$ cat src/rtl/lkd_pkg.sv
package lkd_pkg;
   // Sync pattern of a frame of width w: upper half ones, lower half zeros (oldest bit is MSB)
   function automatic logic [31:0] sync_word(input int w);
      logic [31:0] p;
      p = '0;
      for (int i = 0; i < w; i++) begin
         if (i >= w / 2) p[i] = 1'b1;
      end
      return p;
   endfunction
endpackage

$ cat src/rtl/lkd_shifter.sv
module lkd_shifter #(
   parameter int DATA_W    = 10,
   parameter bit LSB_FIRST = 1'b1
) (
   input  logic              clk,
   input  logic              rst_n,
   input  logic              clr,
   input  logic              bit_in,
   output logic              sync_hit,
   output logic              frame_ok,
   output logic [DATA_W-1:0] word
);
   import lkd_pkg::*;
   localparam int FRAME_W = DATA_W + 2;
   localparam logic [31:0] SYNC32 = sync_word(FRAME_W);
   localparam logic [FRAME_W-1:0] SYNC_PAT = SYNC32[FRAME_W-1:0];

   logic [FRAME_W-2:0] hist;
   logic [FRAME_W-1:0] win;

   assign win = {hist, bit_in};

   always_ff @(posedge clk or negedge rst_n) begin
      if (!rst_n)   hist <= '0;
      else if (clr) hist <= '0;
      else          hist <= win[FRAME_W-2:0];
   end

   assign sync_hit = (win == SYNC_PAT);
   assign frame_ok = win[FRAME_W-1] & ~win[0];

   for (genvar i = 0; i < DATA_W; i++) begin : g_bit
      if (LSB_FIRST) begin : g_lsb
         assign word[i] = win[DATA_W-i];
      end else begin : g_msb
         assign word[i] = win[i+1];
      end
   end
endmodule

$ cat src/rtl/lkd_miss_counter.sv
module lkd_miss_counter #(
   parameter int LIMIT = 4
) (
   input  logic clk,
   input  logic rst_n,
   input  logic clr,
   input  logic tick,
   input  logic bad,
   output logic limit_hit
);
   localparam int W = (LIMIT > 2) ? $clog2(LIMIT) : 1;
   localparam logic [W-1:0] LAST = W'(LIMIT - 1);

   logic [W-1:0] run;

   assign limit_hit = tick & bad & (run == LAST);

   always_ff @(posedge clk or negedge rst_n) begin
      if (!rst_n)              run <= '0;
      else if (clr)            run <= '0;
      else if (tick) begin
         if (!bad || limit_hit) run <= '0;
         else                   run <= run + 1'b1;
      end
   end
endmodule

$ cat src/rtl/lkd_deser_lock.sv
module lkd_deser_lock #(
   parameter int DATA_W     = 10,
   parameter int MISS_LIMIT = 4,
   parameter bit LSB_FIRST  = 1'b1
) (
   input  logic              clk,
   input  logic              rst_n,
   input  logic              rx_bit,
   output logic              lock_n,
   output logic [DATA_W-1:0] data_out,
   output logic              data_valid,
   output logic              resend_req
);
   localparam int FRAME_W = DATA_W + 2;
   localparam int CNT_W   = $clog2(FRAME_W);
   localparam logic [CNT_W-1:0] LAST_BIT = CNT_W'(FRAME_W - 1);

   if (DATA_W % 2 != 0 || DATA_W < 2) begin : g_bad_width
      $error("DATA_W must be even and at least 2");
   end
   if (MISS_LIMIT < 2) begin : g_bad_limit
      $error("MISS_LIMIT must be at least 2");
   end

   logic              locked;
   logic              lost;
   logic [CNT_W-1:0]  bit_pos;
   logic              sync_hit;
   logic              frame_ok;
   logic [DATA_W-1:0] word;
   logic              frame_end;
   logic              drop;

   assign frame_end = locked && (bit_pos == LAST_BIT);

   lkd_shifter #(.DATA_W(DATA_W), .LSB_FIRST(LSB_FIRST)) u_shift (
      .clk(clk), .rst_n(rst_n), .clr(drop), .bit_in(rx_bit),
      .sync_hit(sync_hit), .frame_ok(frame_ok), .word(word)
   );

   lkd_miss_counter #(.LIMIT(MISS_LIMIT)) u_miss (
      .clk(clk), .rst_n(rst_n), .clr(!locked), .tick(frame_end),
      .bad(!frame_ok), .limit_hit(drop)
   );

   always_ff @(posedge clk or negedge rst_n) begin
      if (!rst_n) begin
         locked     <= 1'b0;
         lost       <= 1'b0;
         bit_pos    <= '0;
         data_out   <= '0;
         data_valid <= 1'b0;
         resend_req <= 1'b0;
      end else begin
         data_valid <= 1'b0;
         resend_req <= 1'b0;
         if (!locked) begin
            if (sync_hit) begin
               locked     <= 1'b1;
               bit_pos    <= '0;
               resend_req <= lost;
               lost       <= 1'b0;
            end
         end else if (frame_end) begin
            bit_pos <= '0;
            if (drop) begin
               locked <= 1'b0;
               lost   <= 1'b1;
            end else begin
               data_valid <= 1'b1;
               data_out   <= word;
            end
         end else begin
            bit_pos <= bit_pos + 1'b1;
         end
      end
   end

   assign lock_n = !locked;
endmodule

$ cat config.mk
export PLATFORM = sky130hd
export DESIGN_NAME = lkd_deser_lock
export DESIGN_NICKNAME = d
export VERILOG_FILES = /design/src/rtl/lkd_pkg.sv /design/src/rtl/lkd_shifter.sv /design/src/rtl/lkd_miss_counter.sv /design/src/rtl/lkd_deser_lock.sv
export SDC_FILE = /design/constraint.sdc
export NUM_CORES = 1
export LEC_CHECK = 0
export BUFFER_PORTS_ARGS = -buffer_cell sky130_fd_sc_hd__clkbuf_2
export CORE_MARGIN = 8
export CORE_UTILIZATION = 49
export DETAILED_ROUTE_END_ITERATION = 6
export PLACE_DENSITY = 0.77
export SYNTH_ARGS = -nofsm -noshare
export SYNTH_HDL_FRONTEND = slang
export SYNTH_SLANG_ARGS = --single-unit
$ cat constraint.sdc
create_clock -name clk -period 1.5 [get_ports clk]
set_input_delay 0.3 -clock clk [delete_from_list [all_inputs] [get_ports clk]]
set_output_delay 0.3 -clock clk [all_outputs]
set_load 0.05 [all_outputs]
After elaboration in Yosys (flattened, before gate mapping) --
Cells that the tools add are included.
Word-level totals: bits in registers 31, output and inout port bits 13
Operators by class: reductions and logical operators 7, bitwise operators 5, eq/ne operators 5, add/subtract/negate cells 2, mux-type cells 19
Operators by type and width (count):
- equality test 12 bit (second input constant) | 1
- two-way mux 1 bit | 12
- two-way mux 4 bit | 3
- two-way mux 11 bit | 1
- two-way mux 2 bit | 3
- AND reduction 3 bit | 2
- adder 4 x 1 -> 4 bit (second input constant) | 1
- equality test 4 bit (second input constant) | 1
- != test 2 x 1 -> 1 bit (second input constant) | 2
- AND 1 bit | 3
- adder 2 x 1 -> 2 bit (second input constant) | 1
- equality test 2 bit (second input constant) | 1
- logical NOT 1 bit | 2
- inverter 1 bit | 2
- nonzero test 2 bit | 1
- logical AND 1 bit | 1
- logical OR 1 bit | 1

Longest topological paths before layout --
Gate-level depths: netlist (run 1).
depth after elaboration 9, mapped depth 5

Cells and area by module --
Synthesis (run 1) repeated with hierarchy kept, for this count alone.
Unflattened totals: cells, all modules 100, area total of the unflattened synthesis 1360.1 µm²
Modules (own cells, without submodules):
- lkd_deser_lock | area each 774.5 µm², instances 1, cells an instance 52
- lkd_shifter | area each 473.0 µm², instances 1, cells an instance 38
- lkd_miss_counter | area each 112.6 µm², instances 1, cells an instance 10

Worst setup path after synthesis (run 1) --
Ideal clock, no wire load.
path kind flip-flop to flip-flop, start point reg bit_pos[0], end point reg data_out[1], setup time 0.125 ns, setup slack -0.074 ns, stages on the path, launching flop included 6, data arrival time 1.449 ns, cells stage by stage dfrtp_1 > ha_1 > nand3b_1 > a211oi_2 > buf_4 > mux2_2
On the way: longest elaborated chain between the ends 6
Ends and longest elaborated chain:
- start, declared | RTL line lkd_deser_lock.sv:27 | logic [CNT_W-1:0] bit_pos;
- start signal, assigned | RTL line lkd_deser_lock.sv:74 | bit_pos <= bit_pos + 1'b1;
- equality test 4 bit (*) | RTL line lkd_deser_lock.sv:34 | assign frame_end = locked && (bit_pos == LAST_BIT);
- logical AND 1 bit (*) | RTL line lkd_deser_lock.sv:34
- AND 1 bit (2 in a row) | RTL line lkd_miss_counter.sv:16 | assign limit_hit = tick & bad & (run == LAST);
- inverter 1 bit (no line)
- AND reduction 3 bit (no line) (*)
- end signal, assigned | RTL line lkd_deser_lock.sv:71 | data_out <= word;
- end, declared | RTL line lkd_deser_lock.sv:10 | output logic [DATA_W-1:0] data_out,
Mark *: on every way between the ends. The rest lies on a longest branch, timed or not. A chain may end at the register's enable or synchronous reset.

Worst setup path after layout (run 1) --
start point reg bit_pos[1], end point reg bit_pos[0]
On the way: longest elaborated chain between the ends 4
Ends and longest elaborated chain:
- equality test 4 bit | RTL line lkd_deser_lock.sv:34
- logical AND 1 bit | RTL line lkd_deser_lock.sv:34
- two-way mux 4 bit | RTL line lkd_deser_lock.sv:64 | end else if (frame_end) begin
- two-way mux 4 bit | RTL line lkd_deser_lock.sv:57 | if (!locked) begin
No other way between the ends.

==> results.json, run 1 <==
{
  "grt_first_pass_wirelength_mm": 4.30,
  "setup_violations": 29,
  "pwr-share-comb_pct": 31.6,
  "min_period_ns": 1.64,
  "worst_reg_to_reg_setup_slack_ns": -0.14,
  "synth_cell_type_count": 29,
  "final_critical_path_setup_slack_ns": -0.144,
  "post-layout-total-power_mw": 2.18,
  "rows": 18,
  "worstReg2RegStart": "bit_pos[1]",
  "grt_util_all_layers_pct": 13.1,
  "hold_path_end": "u_shift.hist[0]",
  "syn-instance-count": 92,
  "clkTransAtPathRegs_ns": 0.10,
  "critPathKind": "register to register",
  "place.gp.congestion": 0.732,
  "avg_inst_size_synth_um2": 13.5,
  "numCtsBuffers": 5,
  "globalRouteOverflowTotal": 0,
  "power.static_leakage_nw": 0.840,
  "critical_path.startpoint": "bit_pos[1]",
  "worst-r2r-cell-count": 7,
  "cell_internal_power_mw": 1.43,
  "synth-warning-count": 0,
  "detail_route.vias_per_cell": 5.31,
  "finalNonFillerCells": 171,
  "drt.antenna.violating_nets": 0,
  "clk-insertion-delay-late_ns": 0.34,
  "timing.hold.ws_ns": 0.324,
  "power_per_standard_cell_area_nw_per_um2": 1280,
  "ys_ff_latch": 31,
  "place_hpwl_mm": 1.67,
  "detail_route.iter0.violations": 48,
  "pin_count": 16,
  "cts_tree": "built",
  "maxSlewViolCount": 0,
  "clock_root_buffer_master": "sky130_fd_sc_hd__clkbuf_4",
  "post-route-period-util_pct": 110,
  "n_fill_cell": 160,
  "status": "complete, but fails checks",
  "port_buffers": 15,
  "via_count_of_the_first_global_routing_pass": 907,
  "diodes": 0,
  "timing.hold.worst.start": "rx_bit",
  "drive_above_1_share_pct": 53.2,
  "timing.hold.worst_path_depth": 3,
  "nets": 145,
  "worst_case_headroom_to_the_max_slew_limit_pct": 74.0,
  "critical_path_required_ns": 1.77,
  "violated_checks": "negative setup slack",
  "critPathMostFrequentCell": "sky130_fd_sc_hd__buf_4",
  "clockPowerShare_pct": 21.4,
  "layout-area-overhead-vs-synth_pct": 37.2,
  "die-height_um": 66.3,
  "initial_utilization_pct": 50.9,
  "ctsHtreeMaxLevel": 2,
  "netlist_area_before_placement_um2": 1240,
  "critical_path_arrival_ns": 1.92,
  "placed_cells_incl_taps": 149,
  "hold_viol_final": 0,
  "power.share.switching_pct": 34.5,
  "worst_path_max_delay_cell": "sky130_fd_sc_hd__dfrtp_1",
  "grt_max_degree": 32,
  "grt_setup_unrepaired": "true",
  "critical_path.reg2reg.endpoint": "bit_pos[0]",
  "drt_first_pass_iters": 4,
  "finalWirelength_mm": 2.75,
  "worst_setup_path_end_kind": "register",
  "startpoint_type": "register",
  "timing.fmax_mhz": 608,
  "path_cells": "ha_2, buf_4, buf_6, and3b_2, buf_4, or3_1, o21ai_2",
  "cts_sinks": 31,
  "slew_at_the_pin_closest_to_its_max_slew_limit_ns": 0.390,
  "grt_use_met3_pct": 6.44,
  "synth_fp_nets": 97,
  "critical_path_peak_fanout": 3,
  "die_area_um2": 4390,
  "critPathMaxStageDelay_ns": 0.40,
  "globalRoute.busiestLayer": "met2",
  "globalRouteMet1Util_pct": 14.2,
  "timing.clock.skew_ns": 0.00745,
  "groute.layer.met2.usage_pct": 20.5,
  "cts-root-to-sink-buffers": 2,
  "worst_hold_path_type": "input port to register",
  "drv.max_cap_violation_count": 0,
  "initial_antenna_violation_count": 0,
  "die_width_um": 66.3,
  "core-area_um2": 2430,
  "route.detailed.drc": 0,
  "synth_sequential_area_ratio_pct": 62.7,
  "seq_power_share_pct": 47.0,
  "peakVddDrop_v": 0.000957,
  "vias": 908,
  "avgRoutedWirePerCell_um": 16.1,
  "p_switching_uw": 750
}
-- Yosys cell counts --
master                     number  area, µm²
sky130_fd_sc_hd__dfrtp_1       31        776
sky130_fd_sc_hd__mux2_2        11        124
sky130_fd_sc_hd__and2_1        10       62.6
sky130_fd_sc_hd__nand2_1        9       33.8
sky130_fd_sc_hd__a21oi_1        2       10.0
sky130_fd_sc_hd__clkbuf_1       2       7.51
sky130_fd_sc_hd__ha_1           2       25.0
sky130_fd_sc_hd__inv_1          2       7.51
sky130_fd_sc_hd__nand4b_1       2       17.5
sky130_fd_sc_hd__o21ai_0        2       10.0
sky130_fd_sc_hd__a211oi_2       1       12.5
sky130_fd_sc_hd__and2_2         1       7.51
sky130_fd_sc_hd__and3_1         1       6.26
sky130_fd_sc_hd__and3b_1        1       8.76
sky130_fd_sc_hd__buf_4          1       7.51
sky130_fd_sc_hd__mux2i_1        1       10.0
sky130_fd_sc_hd__nand3_1        1       5.00
sky130_fd_sc_hd__nand3b_1       1       7.51
sky130_fd_sc_hd__nand4_1        1       6.26
sky130_fd_sc_hd__nor2_1         1       3.75
sky130_fd_sc_hd__nor4_4         1       21.3
sky130_fd_sc_hd__o211ai_1       1       7.51
sky130_fd_sc_hd__o22ai_1        1       6.26
sky130_fd_sc_hd__o32ai_1        1       8.76
sky130_fd_sc_hd__or2b_2         1       8.76
sky130_fd_sc_hd__or3_1          1       6.26
sky130_fd_sc_hd__or4_4          1       11.3
sky130_fd_sc_hd__or4b_2         1       10.0
sky130_fd_sc_hd__xor2_1         1       8.76
-- critical path: cells and delay by family (launching register included) --
family	cells	cell delay, ns
AND/OR/NAND/NOR	2	0.53
flip-flops	1	0.40
buffers and inverters	3	0.38
adder cells (fa/ha/maj)	1	0.21
AO/OA/AOI/OAI	1	0.06
-- stage by stage --
step	area, µm²	TNS, ns	worst slack [ns]	utilization [%]
after floorplan	1240	-0.228	-0.0185	-
after global placement	1450	-1.16	-0.0970	59.7
after detailed placement	1450	-1.69	-0.125	59.7
after CTS	1590	-1.28	-0.103	65.3
after global routing	1700	-4.19	-0.192	69.8
final	1700	-2.42	-0.144	69.8
-- flip-flops by register name (all words and copies together), names as in the netlist --
signal	count
data_out	10
bit_pos	4
resend_req	1
u_miss.run	2
data_valid	1
u_shift.hist	11
lost	1
locked	1
-- worst max path at each step --
| stage | endpoint | slack (ns) | depth (start not counted) |
|---|---|---|---|
| floorplan | data_out[1] | -0.02 | 5 |
| global placement | bit_pos[1] | -0.1 | 3 |
| detailed placement | locked | -0.13 | 3 |
| CTS | data_out[4] | -0.10 | 5 |
| global route | resend_req | -0.19 | 4 |
| finish | bit_pos[0] | -0.14 | 7 |
-- layout make-up --
cell class | count | area (µm²) | area share, %
clock inverter | 1 | 5.00 | 0.295
inverter | 2 | 7.51 | 0.442
timing repair buffer | 44 | 334 | 19.7
clock buffer | 7 | 45.0 | 2.65
multi-input combinational | 56 | 493 | 29.0
tap | 30 | 37.5 | 2.21
sequential | 31 | 776 | 45.7
-- layout by cell type, fill, tap and decap left out, types with 2 or more instances in the layout --
| cell | n |
|---|---|
| sky130_fd_sc_hd__mux2_2 | 6 |
| sky130_fd_sc_hd__mux2_4 | 5 |
| sky130_fd_sc_hd__clkbuf_4 | 5 |
| sky130_fd_sc_hd__clkbuf_1 | 2 |
| sky130_fd_sc_hd__buf_6 | 5 |
| sky130_fd_sc_hd__nand4b_1 | 2 |
| sky130_fd_sc_hd__dfrtp_1 | 31 |
| sky130_fd_sc_hd__a21oi_1 | 2 |
| sky130_fd_sc_hd__o21ai_2 | 2 |
| sky130_fd_sc_hd__clkbuf_2 | 14 |
| sky130_fd_sc_hd__and2_4 | 3 |
| sky130_fd_sc_hd__buf_4 | 23 |
| sky130_fd_sc_hd__nand2_1 | 9 |
| sky130_fd_sc_hd__inv_1 | 2 |
| sky130_fd_sc_hd__and2_1 | 7 |
-- timing repair --
| item | 4_1_cts | 5_1_grt |
|---|---|---|
| setup buffers | 3 | 9 |
| hold buffers | 1 | 0 |
| pin swaps | 5 | 2 |
| endpoints found under the hold margin | 31 | 0 |
| resized for setup | 14 | 10 |
| gates cloned | 0 | 1 |
| setup endpoints to repair | 30 | 30 |
-- cells by family (layout without fill, tap and decap cells) --
| logic type | after synthesis | in the layout | synth area share (%) |
|---|---|---|---|
| adders and majority gates | 2 | 2 | 2.02 |
| and+or+nand+nor | 33 | 33 | 17.5 |
| DFF | 31 | 31 | 62.7 |
| buffers and inverters | 5 | 54 | 1.82 |
| AOI/OAI and AO/OA | 8 | 8 | 4.45 |
| xor gates and xnor gates | 1 | 1 | 0.708 |
| muxes | 12 | 12 | 10.8 |
-- power groups by stage --
stage | registers (mW) | clock network, mW | logic (mW)
floorplan | 1.23 | 0 | 0.177
finish | 1.02 | 0.465 | 0.688
global placement | 1.03 | 0 | 0.558
global route | 1.04 | 0.521 | 0.736
detailed placement | 1.04 | 0 | 0.573
CTS | 1.02 | 0.476 | 0.616
-- routing by layer --
| metal | share of wire [%] | up-vias |
|---|---|---|
| met3 | 6.7 | 8 |
| met4 | 1.7 | 0 |
| met5 | 0 | - |
| li1 | - | 415 |
| met2 | 50 | 21 |
| met1 | 41 | 464 |
No activity file was read; power rests on OpenSTA's default activity.
==> run 2, diff against run 1 <==
--- a/config.mk
+++ b/config.mk
@@ -5,11 +5,12 @@
 export SDC_FILE = /design/constraint.sdc
 export NUM_CORES = 1
 export LEC_CHECK = 0
+export ABC_AREA = 1
 export BUFFER_PORTS_ARGS = -buffer_cell sky130_fd_sc_hd__clkbuf_2
 export CORE_MARGIN = 8
-export CORE_UTILIZATION = 49
+export CORE_UTILIZATION = 50
 export DETAILED_ROUTE_END_ITERATION = 6
-export PLACE_DENSITY = 0.77
+export PLACE_DENSITY = 0.78
 export SYNTH_ARGS = -nofsm -noshare
 export SYNTH_HDL_FRONTEND = slang
 export SYNTH_SLANG_ARGS = --single-unit
==> run 2 against run 1 <==
Net effect: the run now ends clean; sequential cell count stayed put; combinational power is 13% lower; worst hold slack worse by 0.11 ns; cell count is 11% higher; sequential power hardly changed; sequential share of layout area is 3.9 points higher; clock power is 44% higher; clock skew is 0.0026 ns lower; synthesized cell count is 46% higher; count of clock-buffer cells in the layout is 1 lower.
==> results.json, run 2 <==
{
  "worstReg2RegStart": "bit_pos[0]",
  "die_area_um2": 4530,
  "critPathKind": "register to output pin",
  "clock_root_buffer_master": "sky130_fd_sc_hd__clkbuf_4",
  "cts_tree": "built",
  "initial_utilization_pct": 53.1,
  "preCtsSetupSlack_ns": 0.0521,
  "worst-r2r-cell-count": 7,
  "timing.hold.worst.start": "rx_bit",
  "peakVddDrop_v": 0.000785,
  "drt.antenna.violating_nets": 0,
  "final_critical_path_setup_slack_ns": 0.0638,
  "cts_sinks": 31,
  "hold_path_end": "u_shift.hist[0]",
  "critical-path-top-delay-family": "flip-flops",
  "synth_cell_type_count": 19,
  "timing.hold.ws_ns": 0.210,
  "synth-edff-count": 0,
  "hold_viol_final": 0,
  "detail_route.iter0.violations": 40,
  "clkTransAtPathRegs_ns": 0.10,
  "timing.hold.worst_path_depth": 3,
  "synth_async_sr_flop_share_pct": 100,
  "diodes": 0,
  "drt_first_pass_iters": 4,
  "worst_reg_to_reg_setup_slack_ns": 0.16,
  "critical_path.reg2reg.endpoint": "u_miss.run[0]",
  "slew_at_the_pin_closest_to_its_max_slew_limit_ns": 0.388,
  "power.static_leakage_nw": 0.853,
  "reg_top3": "u_shift.hist: 11 flops, data_out: 10 flops, bit_pos: 4 flops",
  "nets": 164,
  "clk-insertion-delay-late_ns": 0.32,
  "synth.cells.most_frequent": "sky130_fd_sc_hd__nand2_1 (34), sky130_fd_sc_hd__dfrtp_1 (31), sky130_fd_sc_hd__inv_1 (19)",
  "largest_register_ff_count": 11,
  "globalRouteOverflowTotal": 0,
  "post-route-period-util_pct": 95.7,
  "drive_above_1_share_pct": 29.4,
  "worst_case_headroom_to_the_max_slew_limit_pct": 74.1,
  "rows": 18,
  "grt_first_pass_wirelength_mm": 3.92,
  "critical_path_arrival_ns": 1.14,
  "timing.fmax_mhz": 696,
  "status": "completed",
  "grt_util_all_layers_pct": 11.3,
  "ys.flop_type": "sky130_fd_sc_hd__dfrtp_1",
  "worst_setup_path_end_kind": "output pin",
  "power_per_standard_cell_area_nw_per_um2": 1470,
  "top_register": "u_shift.hist",
  "synth_sequential_area_ratio_pct": 58.9,
  "detail_route.vias_per_cell": 4.81,
  "grt_setup_unrepaired": "false",
  "synth-warning-count": 0,
  "min_period_ns": 1.44,
  "port_buffers": 15,
  "worst_hold_path_type": "input port to register",
  "syn-instance-count": 134,
  "ctsHtreeMaxLevel": 2,
  "cts-root-to-sink-buffers": 2,
  "globalRouteMet1Util_pct": 12.9,
  "critical_path_peak_fanout": 8,
  "globalRoute.busiestLayer": "met2",
  "netlist_area_before_placement_um2": 1320,
  "drv.max_cap_violation_count": 0,
  "synthDominantAreaCellType": "sky130_fd_sc_hd__dfrtp_1",
  "critPathMaxStageDelay_ns": 0.47,
  "maxSlewViolCount": 0,
  "die-height_um": 67.3,
  "layout-area-overhead-vs-synth_pct": 18.8,
  "path_cells": "inv_4, clkbuf_8",
  "setup_total_negative_slack_ns": 0,
  "pin_count": 16,
  "die_width_um": 67.3,
  "timing.clock.skew_ns": 0.00486,
  "yosysTopAreaCellShare_pct": 58.9,
  "place.gp.congestion": 0.795,
  "n_fill_cell": 215,
  "worst_path_buffer_plus_inverter_count": 2,
  "synthMostInstantiatedCell": "sky130_fd_sc_hd__nand2_1",
  "avg_inst_size_synth_um2": 9.82,
  "via_count_of_the_first_global_routing_pass": 931,
  "groute.layer.met2.usage_pct": 18.3,
  "setup_violations": 0,
  "numCtsBuffers": 5,
  "critical_path_required_ns": 1.20,
  "initial_antenna_violation_count": 0,
  "grt_use_met3_pct": 3.31,
  "mostFrequentLayoutCells": "sky130_fd_sc_hd__nand2_1 (34), sky130_fd_sc_hd__dfrtp_1 (31), sky130_fd_sc_hd__inv_1 (19)",
  "vias": 913,
  "finalWirelength_mm": 2.17,
  "worst_path_max_delay_cell": "sky130_fd_sc_hd__dfrtp_1",
  "ys_ff_latch": 31,
  "place_hpwl_mm": 1.65,
  "synth_area_leaders": "sky130_fd_sc_hd__dfrtp_1 (59%), sky130_fd_sc_hd__nand2_1 (9.7%), sky130_fd_sc_hd__o21ai_2 (6.7%), sky130_fd_sc_hd__inv_1 (5.4%), sky130_fd_sc_hd__nor2_1 (4.8%)",
  "core-area_um2": 2480,
  "grt_max_degree": 23,
  "startpoint_type": "register",
  "route.detailed.drc": 0,
  "avgRoutedWirePerCell_um": 11.4,
  "layout.cells.most_common": "sky130_fd_sc_hd__nand2_1",
  "synth_fp_nets": 139
}
## run 2: kinds of logic (layout without fill, tap and decap cells)
group | after synthesis | in the layout | share of synthesized area [%]
adder cells (fa/ha/maj) | 2 | 2 | 1.90
flip-flops | 31 | 31 | 58.9
AND/OR/NAND/NOR | 64 | 64 | 22.6
buffers and inverters | 24 | 50 | 8.56
AO/OA/AOI/OAI | 13 | 13 | 7.98
## run 2: worst max-delay path by stage
| stage | start | endpoint | slack [ns] | depth (start not counted) |
|---|---|---|---|---|
| finish | locked | lock_n | 0.06 | 2 |
| global route | locked | lock_n | 0.005 | 2 |
| CTS | locked | lock_n | 0.001 | 2 |
| detailed placement | bit_pos[0] | u_miss.run[0] | 0.05 | 7 |
| global placement | bit_pos[0] | u_miss.run[1] | 0.13 | 7 |
| floorplan | bit_pos[0] | data_out[2] | 0.24 | 7 |
## run 2: worst register-to-register path: cells and delay by family, from the launching register on
family | cells | cell delay (ns)
flops | 1 | 0.37
fa+ha+maj | 1 | 0.23
simple gates | 6 | 0.68
## run 2: stage by stage
stage	cells	total power, mW	cell area [µm²]	util, %
2_1_floorplan	134	1.47	1320	-
3_3_place_gp	179	1.59	1430	57.7
3_5_place_dp	179	1.62	1430	57.7
4_1_cts	188	2.29	1540	62.0
5_1_grt	190	2.42	1560	63.1
6_report	190	2.30	1560	63.1
## run 2: routing by layer
metal	wire [µm]	part of all wire, %	up-vias
li1	-	-	466
met1	1010	47	428
met2	1030	47	17
met3	103	4.7	2
met4	27	1.2	0
met5	0	0	-
## run 2: what timing repair did
| item | in CTS | in global routing |
|---|---|---|
| gates resized for setup | 2 | 3 |
| hold buffers | 1 | 0 |
| setup buffers | 0 | 2 |
| endpoints found under the hold margin | 14 | 0 |
| endpoints found under the setup margin | 1 | 12 |
## run 2: final cells by class
type                    instances  area, µm²  area share (%)
multi-input cells              79        439            28.1
clock inverters                 2       35.0            2.24
flip-flops and latches         31        776            49.6
clock buffers                   6       51.3            3.28
well taps                      30       37.5            2.40
repair buffers                 21        144            9.20
inverters                      21       81.3            5.20
## run 2: report_power, final
part / switching (mW) / leakage, nW / internal, mW
Combinational: 0.421 / 0.413 / 0.180
Sequential: 0.0792 / 0.391 / 0.954
Clock: 0.274 / 0.0482 / 0.394
